### config.mk
export PLATFORM = sky130hd
export DESIGN_NAME = gpio_irq_ctrl
export DESIGN_NICKNAME = d
export VERILOG_FILES = /design/src/rtl/gpio_irq_pkg.sv /design/src/rtl/gpio_sync.sv /design/src/rtl/gpio_edge_flag.sv /design/src/rtl/gpio_irq_out.sv /design/src/rtl/gpio_irq_ctrl.sv
export SDC_FILE = /design/constraint.sdc
export NUM_CORES = 1
export LEC_CHECK = 0
export ABC_CLOCK_PERIOD_IN_PS = 3300
export BUFFER_PORTS_ARGS = -buffer_cell sky130_fd_sc_hd__buf_2
export CAP_MARGIN = 5
export CORE_MARGIN = 3
export CORE_UTILIZATION = 52
export CTS_BUF_LIST = sky130_fd_sc_hd__clkbuf_2 sky130_fd_sc_hd__clkbuf_4 sky130_fd_sc_hd__clkbuf_8
export CTS_CLUSTER_SIZE = 14
export DETAILED_ROUTE_END_ITERATION = 8
export PLACE_DENSITY = 0.86
export SETUP_SLACK_MARGIN = 0.3
export SYNTH_ARGS = -nofsm -noshare
export SYNTH_HDL_FRONTEND = slang
export SYNTH_SLANG_ARGS = --single-unit
### constraint.sdc
create_clock -name clk_i -period 3.3 [get_ports clk_i]
set_input_delay 0.825 -clock clk_i [delete_from_list [all_inputs] [get_ports clk_i]]
set_output_delay 0.825 -clock clk_i [all_outputs]
set_load 0.02 [all_outputs]
### src/rtl/gpio_irq_pkg.sv
package gpio_irq_pkg;
  typedef enum logic {
    IRQ_LEVEL = 1'b0,
    IRQ_PULSE = 1'b1
  } irq_mode_e;
endpackage

### src/rtl/gpio_sync.sv
module gpio_sync #(
  parameter int W      = 8,
  parameter int STAGES = 2
) (
  input  logic         clk_i,
  input  logic         rst_ni,
  input  logic [W-1:0] d_i,
  output logic [W-1:0] q_o
);
  logic [W-1:0] stg_q [STAGES];

  always_ff @(posedge clk_i or negedge rst_ni) begin
    if (!rst_ni) begin
      for (int k = 0; k < STAGES; k++) stg_q[k] <= '0;
    end else begin
      stg_q[0] <= d_i;
      for (int k = 1; k < STAGES; k++) stg_q[k] <= stg_q[k-1];
    end
  end

  assign q_o = stg_q[STAGES-1];

  for (genvar k = 1; k < STAGES; k++) begin : g_chk
    assert_sync_shift_R3: assert property (@(posedge clk_i) disable iff (!rst_ni)
      stg_q[k] == $past(stg_q[k-1]));
  end
endmodule

### src/rtl/gpio_edge_flag.sv
module gpio_edge_flag (
  input  logic clk_i,
  input  logic rst_ni,
  input  logic lvl_i,
  input  logic rise_sel_i,
  input  logic clr_i,
  output logic flag_o
);
  logic prev_q, flag_q, hit;

  always_comb begin
    if (rise_sel_i) hit = lvl_i & ~prev_q;
    else            hit = ~lvl_i & prev_q;
  end

  always_ff @(posedge clk_i or negedge rst_ni) begin
    if (!rst_ni) begin
      prev_q <= 1'b0;
      flag_q <= 1'b0;
    end else begin
      prev_q <= lvl_i;
      // a new edge wins over a same-cycle clear
      flag_q <= (flag_q & ~clr_i) | hit;
    end
  end

  assign flag_o = flag_q;

  assert_edge_sets_R4: assert property (@(posedge clk_i) disable iff (!rst_ni)
    (rise_sel_i ? (lvl_i && !prev_q) : (!lvl_i && prev_q)) |=> flag_q);
  assert_flag_sticky_R5: assert property (@(posedge clk_i) disable iff (!rst_ni)
    (flag_q && !clr_i) |=> flag_q);
  assert_clear_works_R5: assert property (@(posedge clk_i) disable iff (!rst_ni)
    (clr_i && (lvl_i == prev_q)) |=> !flag_q);
  assert_clr_edge_R6: assert property (@(posedge clk_i) disable iff (!rst_ni)
    (clr_i && rise_sel_i && lvl_i && !prev_q) |=> flag_q);
endmodule

### src/rtl/gpio_irq_out.sv
module gpio_irq_out
  import gpio_irq_pkg::*;
#(
  parameter int N       = 8,
  parameter int PULSE_W = 4
) (
  input  logic         clk_i,
  input  logic         rst_ni,
  input  logic [N-1:0] flag_i,
  input  logic [N-1:0] en_i,
  input  logic         glob_en_i,
  input  irq_mode_e    mode_i,
  input  logic         pol_i,
  output logic         irq_o
);
  localparam int CW = $clog2(PULSE_W + 1);
  localparam logic [CW-1:0] LOAD = CW'(PULSE_W);

  logic          active, active_q, raw;
  logic [CW-1:0] cnt_q;

  assign active = glob_en_i & (|(flag_i & en_i));

  always_ff @(posedge clk_i or negedge rst_ni) begin
    if (!rst_ni) begin
      active_q <= 1'b0;
      cnt_q    <= '0;
    end else begin
      active_q <= active;
      if (mode_i == IRQ_PULSE && active && !active_q) cnt_q <= LOAD;
      else if (cnt_q != '0)                           cnt_q <= cnt_q - 1'b1;
    end
  end

  assign raw   = (mode_i == IRQ_LEVEL) ? active : (cnt_q != '0);
  assign irq_o = pol_i ? raw : ~raw;

  assert_pulse_start_R8: assert property (@(posedge clk_i) disable iff (!rst_ni)
    (mode_i == IRQ_PULSE && active && !active_q && $stable(pol_i) && mode_i == IRQ_PULSE)
      |=> (mode_i != IRQ_PULSE) || (irq_o == pol_i));
  assert_pulse_bound_R8: assert property (@(posedge clk_i) disable iff (!rst_ni)
    cnt_q <= LOAD);
  assert_pulse_decay_R8: assert property (@(posedge clk_i) disable iff (!rst_ni)
    (cnt_q != '0 && !(active && !active_q)) |=> cnt_q == $past(cnt_q) - 1'b1);
  assert_glob_mask_R9: assert property (@(posedge clk_i) disable iff (!rst_ni)
    (!glob_en_i && mode_i == IRQ_LEVEL) |-> irq_o == !pol_i);
endmodule

### src/rtl/gpio_irq_ctrl.sv
module gpio_irq_ctrl
  import gpio_irq_pkg::*;
#(
  parameter int N           = 8,
  parameter int SYNC_STAGES = 2,
  parameter int PULSE_W     = 4
) (
  input  logic         clk_i,
  input  logic         rst_ni,
  input  logic [N-1:0] pin_in_i,
  output logic [N-1:0] in_val_o,
  input  logic         out_we_i,
  input  logic [N-1:0] out_wdata_i,
  output logic [N-1:0] pin_out_o,
  input  logic [N-1:0] edge_sel_i,
  input  logic [N-1:0] flag_clr_i,
  output logic [N-1:0] flag_o,
  input  logic [N-1:0] irq_en_i,
  input  logic         glob_en_i,
  input  logic         irq_mode_i,
  input  logic         irq_pol_i,
  output logic         irq_o
);
  logic [N-1:0] sync_val, out_q, flags;

  gpio_sync #(.W(N), .STAGES(SYNC_STAGES)) u_sync (
    .clk_i (clk_i),
    .rst_ni(rst_ni),
    .d_i   (pin_in_i),
    .q_o   (sync_val)
  );

  for (genvar n = 0; n < N; n++) begin : g_pin
    gpio_edge_flag u_flag (
      .clk_i     (clk_i),
      .rst_ni    (rst_ni),
      .lvl_i     (sync_val[n]),
      .rise_sel_i(edge_sel_i[n]),
      .clr_i     (flag_clr_i[n]),
      .flag_o    (flags[n])
    );
  end

  gpio_irq_out #(.N(N), .PULSE_W(PULSE_W)) u_irq (
    .clk_i    (clk_i),
    .rst_ni   (rst_ni),
    .flag_i   (flags),
    .en_i     (irq_en_i),
    .glob_en_i(glob_en_i),
    .mode_i   (irq_mode_e'(irq_mode_i)),
    .pol_i    (irq_pol_i),
    .irq_o    (irq_o)
  );

  always_ff @(posedge clk_i or negedge rst_ni) begin
    if (!rst_ni)       out_q <= '0;
    else if (out_we_i) out_q <= out_wdata_i;
  end

  assign pin_out_o = out_q;
  assign in_val_o  = sync_val;
  assign flag_o    = flags;

  assert_out_write_R2: assert property (@(posedge clk_i) disable iff (!rst_ni)
    out_we_i |=> pin_out_o == $past(out_wdata_i));
  assert_out_hold_R2: assert property (@(posedge clk_i) disable iff (!rst_ni)
    !out_we_i |=> $stable(pin_out_o));
endmodule

==> results of run 1 <==
through the flow:
step | setup WS (ns) | power (mW)
after floorplan | 0.529 | 0.817
after global placement | 0.459 | 0.870
after global routing | 0.317 | 1.22
after CTS | 0.386 | 1.16
final | 0.422 | 1.15
after detailed placement | 0.389 | 0.898
how the worst max path moves through the flow:
stage	start	to	slack, ns	depth (start not counted)
after CTS	irq_en_i[3]	irq_o	0.39	6
after global placement	irq_en_i[3]	irq_o	0.46	6
final	irq_en_i[3]	irq_o	0.42	6
after detailed placement	irq_en_i[3]	irq_o	0.39	6
after global routing	irq_en_i[3]	irq_o	0.32	6
after floorplan	irq_en_i[6]	irq_o	0.53	4
registers in the layout, summed over array words and instances, names as in the netlist:
name                 flops
u_irq.active_q           1
u_sync.q_o               8
g_pin.u_flag.flag_o      8
u_irq.cnt_q              3
g_pin.u_flag.prev_q      8
pin_out_o                8
u_sync.stg_q             8
cells in the final DEF, fill, tap and decap left out:
cell	count
nand2_1	17
clkbuf_4	6
clkbuf_8	1
nand2b_1	1
a211o_1	1
o41ai_2	1
mux2_2	8
o221ai_1	8
buf_2	70
dfrtp_1	44
inv_1	11
nor2b_1	1
nor2_1	11
nor3b_1	1
a211oi_2	1
xnor2_1	2
a22o_1	4
ha_1	2
clkinvlp_4	1
o21ai_0	1
metal layers:
layer  wire length [um]  track usage  share of wire
met1               1120        0.180           0.38
met2               1440        0.274           0.50
met3                289       0.0594          0.099
met4                 57       0.0882          0.020
met5                  0            0              0
cell usage after synthesis (2+ instances only):
master and count:
xnor2_1 2, mux2_2 8, o221ai_1 8, inv_1 11
dfrtp_1 44, nor2_1 11, buf_4 16, ha_1 2
a22o_1 4, nand2_1 17
power by group:
group / internal (mW) / switching (mW)
logic: 0.114 / 0.139
clock network: 0.113 / 0.154
registers: 0.596 / 0.0360
total: 0.823 / 0.329
kinds of logic after synthesis:
group                    after synthesis
flip-flops                            44
AND/OR/NAND/NOR                       31
buffers and inverters                 28
AO/OA/AOI/OAI                         16
multiplexers                           8
XOR/XNOR                               2
adder cells (fa/ha/maj)                2
area by class of cell:
type,instances,area (um2)
Inverter,11,41.3
Fill cell,216,883
Tap cell,42,52.6
Multi-Input combinational cell,59,405
Clock inverter,1,7.51
Timing Repair Buffer,70,350
Sequential cell,44,1100
Clock buffer,7,58.8
==> impl_metrics.py, run 1 <==
metrics = {
    "critical_path": {
        "max_stage_delay_ns": 0.39,
        "crit_slowest_cell": "o41ai_2",
        "cp_num_buf_inv": 2,
        "critPathKind": "input port to output pin",
        "reg2reg_depth": 4,
        "arrival_ns": 2.05,
        "crit_family": "compound AO/OA/AOI/OAI gates",
        "reg2reg_slack_ns": 1.72,
        "cp_cell_sequence": "buf_2, a22o_1, o41ai_2, o21ai_0, xnor2_1, buf_2",
        "worstSetupStartpointType": "input port",
        "r2r_end": "u_irq.cnt_q[2]",
        "crit_top_cell": "buf_2",
        "r2r-start": "g_pin[6].u_flag.flag_o",
        "path_max_fanout": 3,
        "cp-end-kind": "output pin",
        "cp.required_ns": 2.47,
    },
    "global_routing": {
        "antenna_found_initial": 0,
        "grt_overflow_total": 0,
        "gr-usage-all-layers": 0.163,
        "grt_pass1_vias": 1148,
        "grt_pass1_wl_um": 4910,
        "grt_max_degree": 45,
    },
    "floorplan": {
        "ios": 71,
        "die_h_um": 62.7,
        "core_mm2": 0.00290,
        "rows": 19,
        "die_x_um": 62.7,
        "dieArea_mm2": 0.00393,
        "start_util": 0.576,
    },
    "detailed_routing": {
        "routedWlPerCell_um": 12.4,
        "routed_wl_um": 2910,
        "via_count": 1132,
        "viasPerCell": 4.84,
        "ant_nets": 0,
        "drc_errors": 0,
        "first_pass_iters": 4,
        "drt_first_iter_violations": 38,
    },
    "clocking": {
        "clk_pin_slew_worst_paths_ns": 0.11,
        "clock_sinks": 44,
        "post_cts_resized": 0,
        "numCtsBuffers": 5,
        "cts_hold_buf": 0,
        "clkLatencyLatePin_ns": 0.34,
        "h-tree-depth": 2,
        "cts_setup_buffers": 0,
        "clockRootBuffer": "clkbuf_4",
        "cts_tree": "yes",
        "clockBufferDepth": 2,
    },
    "placed_design": {
        "place_area_mm2": 0.00195,
        "numPortBuffers": 70,
        "place_congestion": 0.703,
        "detailed_place_hpwl_um": 2360,
        "dp_cells": 226,
    },
    "layout": {
        "fin_cells": 234,
        "final_cell_area_mm2": 0.00202,
        "drive_above_1_share": 0.458,
        "syn_to_final_growth_pct": 20.7,
        "final_nets": 239,
        "diodes": 0,
        "fin_util": 0.695,
    },
    "timing": {
        "fin_worst_skew_ns": 0.00880,
        "whs_ns": 0.359,
        "finalMaxSlewViolations": 0,
        "clock.fmax_mhz": 347,
        "setup_tns_ns": 0,
        "post-route-min-period_ns": 2.88,
        "setup-violations-final": 0,
        "timing.slew.headroom": 0.396,
        "worstMarginPinSlew_ns": 0.906,
        "hold_viol": 0,
        "rsz0062_at_grt": "no",
        "finalCritPeriodShare": 0.872,
    },
    "power_and_ir_drop": {
        "power.density_mw_per_mm2": 571,
        "ir_drop_v": 0.000357,
        "leakage_nw": 1.04,
    },
    "yosys": {
        "synth_top_family_by_area": "buffers and inverters",
        "ys.flop_type": "dfrtp_1",
        "synth_adder_area_share": 0.0150,
        "synth-compound-area-share": 0.0883,
        "synth-xor-area-share": 0.0105,
        "yosysWarnings": 0,
        "yosys.area.top_type": "dfrtp_1",
        "synth-simple-area-share": 0.0749,
        "syn_inst": 131,
        "synth-edff-count": 0,
        "syn-mean-instance-area_um2": 12.8,
        "synth_mux_area_frac": 0.0539,
        "synth_seq_area_share": 0.659,
        "syn-num-nets": 179,
        "netlist.area_leader.share": 0.659,
        "ys_types": 18,
        "netlist_area_mm2": 0.00167,
        "async_flop_share": 1.00,
        "synthTopCellsByArea": "dfrtp_1 (66%), buf_4 (7.2%), mux2_2 (5.4%)",
        "ys_ff_latch": 44,
    },
    "hold_path": {
        "holdPathEnd": "u_sync.q_o[3]",
        "whs_path_depth": 0,
        "min_path_type": "flop to flop",
        "min_from": "u_sync.stg_q[11]",
    },
    "flow_run": {
        "drv_cap": 0,
    },
    "status": {
        "status": "finished, final reports clean",
    },
}
Note: power is estimated with default switching activity, not from simulation.
==> inputs of run 2 (changes only) <==
CORE_UTILIZATION = 50   (was 52)
CTS_BUF_LIST = unset   (was sky130_fd_sc_hd__clkbuf_2 sky130_fd_sc_hd__clkbuf_4 sky130_fd_sc_hd__clkbuf_8)
PLACE_DENSITY = 0.83   (was 0.86)
==> run 2 against run 1 <==
Effect of this change:
- worst setup slack better by 0.050 ns
- register-to-register slack better by 0.02 ns
- core utilization is 5.1 points lower
- via count is 2.1% lower
- clock-buffer cell count stayed put
- clock skew is 0.0048 ns higher
- first-iteration DRC count is 24% lower
- sequential power hardly changed
- fmax is 1.8% higher
- combinational power is 4% lower
- power is 1.8% lower
- critical path type unchanged
- highest routed layer unchanged
==> impl_metrics.py, run 2 (same netlist as run 1, synthesis figures left out) <==
metrics = {
    "critical_path": {
        "crit_slowest_cell": "o41ai_2",
        "r2r-start": "g_pin[6].u_flag.flag_o",
        "cp_num_buf_inv": 2,
        "reg2reg_slack_ns": 1.74,
        "crit_family": "compound AO/OA/AOI/OAI gates",
        "cp.required_ns": 2.47,
        "path_max_fanout": 3,
        "arrival_ns": 2.00,
        "worstSetupStartpointType": "input port",
        "max_stage_delay_ns": 0.38,
        "cp-end-kind": "output pin",
        "critPathKind": "input port to output pin",
        "crit_top_cell": "buf_2",
        "cp_cell_sequence": "buf_2, a22o_1, o41ai_2, o21ai_0, xnor2_1, buf_2",
        "startpoint": "irq_en_i[3]",
    },
    "layout": {
        "fill_cells": 259,
        "syn_to_final_growth_pct": 20.6,
        "final_cell_area_mm2": 0.00202,
        "diodes": 0,
        "final_common_cell": "buf_2",
        "final_nets": 239,
        "drive_above_1_share": 0.453,
        "layout_common_cells": "buf_2 (70), dfrtp_1 (44), nand2_1 (17)",
    },
    "floorplan": {
        "die_h_um": 63.8,
        "start_util": 0.534,
        "ios": 71,
        "core_mm2": 0.00313,
        "dieArea_mm2": 0.00407,
        "die_x_um": 63.8,
        "rows": 20,
    },
    "detailed_routing": {
        "routed_wl_um": 2820,
        "ant_nets": 0,
        "via_count": 1108,
        "first_pass_iters": 5,
        "drt_first_iter_violations": 29,
        "routedWlPerCell_um": 11.9,
        "viasPerCell": 4.69,
        "drc_errors": 0,
    },
    "clocking": {
        "clkLatencyLatePin_ns": 0.33,
        "clk_pin_slew_worst_paths_ns": 0.12,
        "h-tree-depth": 2,
        "clockBufferDepth": 2,
        "post_cts_resized": 0,
        "numCtsBuffers": 5,
        "clockRootBuffer": "clkbuf_4",
        "cts_tree": "yes",
        "clock_sinks": 44,
        "cts_hold_buf": 0,
        "cts_setup_buffers": 0,
    },
    "power_and_ir_drop": {
        "ir_drop_v": 0.000340,
        "power.density_mw_per_mm2": 561,
        "power.total_mw": 1.13,
        "leakage_nw": 1.04,
    },
    "timing": {
        "finalCritPeriodShare": 0.857,
        "clock.fmax_mhz": 354,
        "hold_viol": 0,
        "setup_ws_ns": 0.471,
        "worstMarginPinSlew_ns": 0.899,
        "whs_ns": 0.359,
        "post-route-min-period_ns": 2.83,
        "fin_worst_skew_ns": 0.0136,
        "timing.slew.headroom": 0.401,
        "finalMaxSlewViolations": 0,
        "rsz0062_at_grt": "no",
        "setup-violations-final": 0,
        "setup_tns_ns": 0,
    },
    "placed_design": {
        "place_congestion": 0.687,
        "place_area_mm2": 0.00195,
        "numPortBuffers": 70,
        "pre_cts_ws_ns": 0.452,
        "detailed_place_hpwl_um": 2230,
    },
    "global_routing": {
        "gr-usage-all-layers": 0.151,
        "antenna_found_initial": 0,
        "grt_pass1_wl_um": 4770,
        "grt_pass1_vias": 1121,
        "grt_max_degree": 45,
        "grt_overflow_total": 0,
    },
    "hold_path": {
        "min_from": "u_sync.stg_q[13]",
        "min_path_type": "flop to flop",
    },
    "flow_run": {
        "drv_cap": 0,
    },
    "status": {
        "status": "finished, final reports clean",
    },
}
[run 2: path summary, 6_finish.rpt]
path,endpoint,cells after the start
min reg2reg,u_sync.q_o[5],0
max reg2reg,u_irq.cnt_q[2],4
max,irq_o,6
min in group asynchronous,u_sync.q_o[3],1
max in group asynchronous,g_pin[2].u_flag.prev_q,1
min,u_sync.q_o[5],0
[run 2: final cells by class]
cell class	instances	area (um2)	area share
Multi-Input combinational cell	59	405	0.201
Clock buffer	7	55.1	0.0273
Inverter	11	41.3	0.0205
Sequential cell	44	1100	0.546
Tap cell	44	55.1	0.0273
Clock inverter	1	7.51	0.00372
Timing Repair Buffer	70	350	0.174
[run 2: worst register-to-register path: stages, from the launching register on]
cell and delay (ns):
dfrtp_1 0.41, a22o_1 0.25, o41ai_2 0.40, nor3b_1 0.14
a211o_1 0.24
[run 2: power by group]
| group | switching [mW] | leakage (nW) | total (mW) | internal [mW] |
|---|---|---|---|---|
| clock | 0.154 | 0.0315 | 0.259 | 0.105 |
| combinational | 0.131 | 0.485 | 0.244 | 0.113 |
| sequential | 0.0333 | 0.519 | 0.629 | 0.596 |
[run 2: stage by stage]
step,cells,util
3_3_place_gp,228,0.624
2_1_floorplan,131,-
6_report,236,0.644
4_1_cts,236,0.644
5_1_grt,236,0.644
3_5_place_dp,228,0.624
[run 2: routing by layer]
layer	GRT usage	part of all wire	vias up
met1	0.164	0.40	519
met2	0.263	0.51	48
li1	-	-	537
met5	0	0	-
met4	0.0539	0.0075	0
met3	0.0598	0.085	4
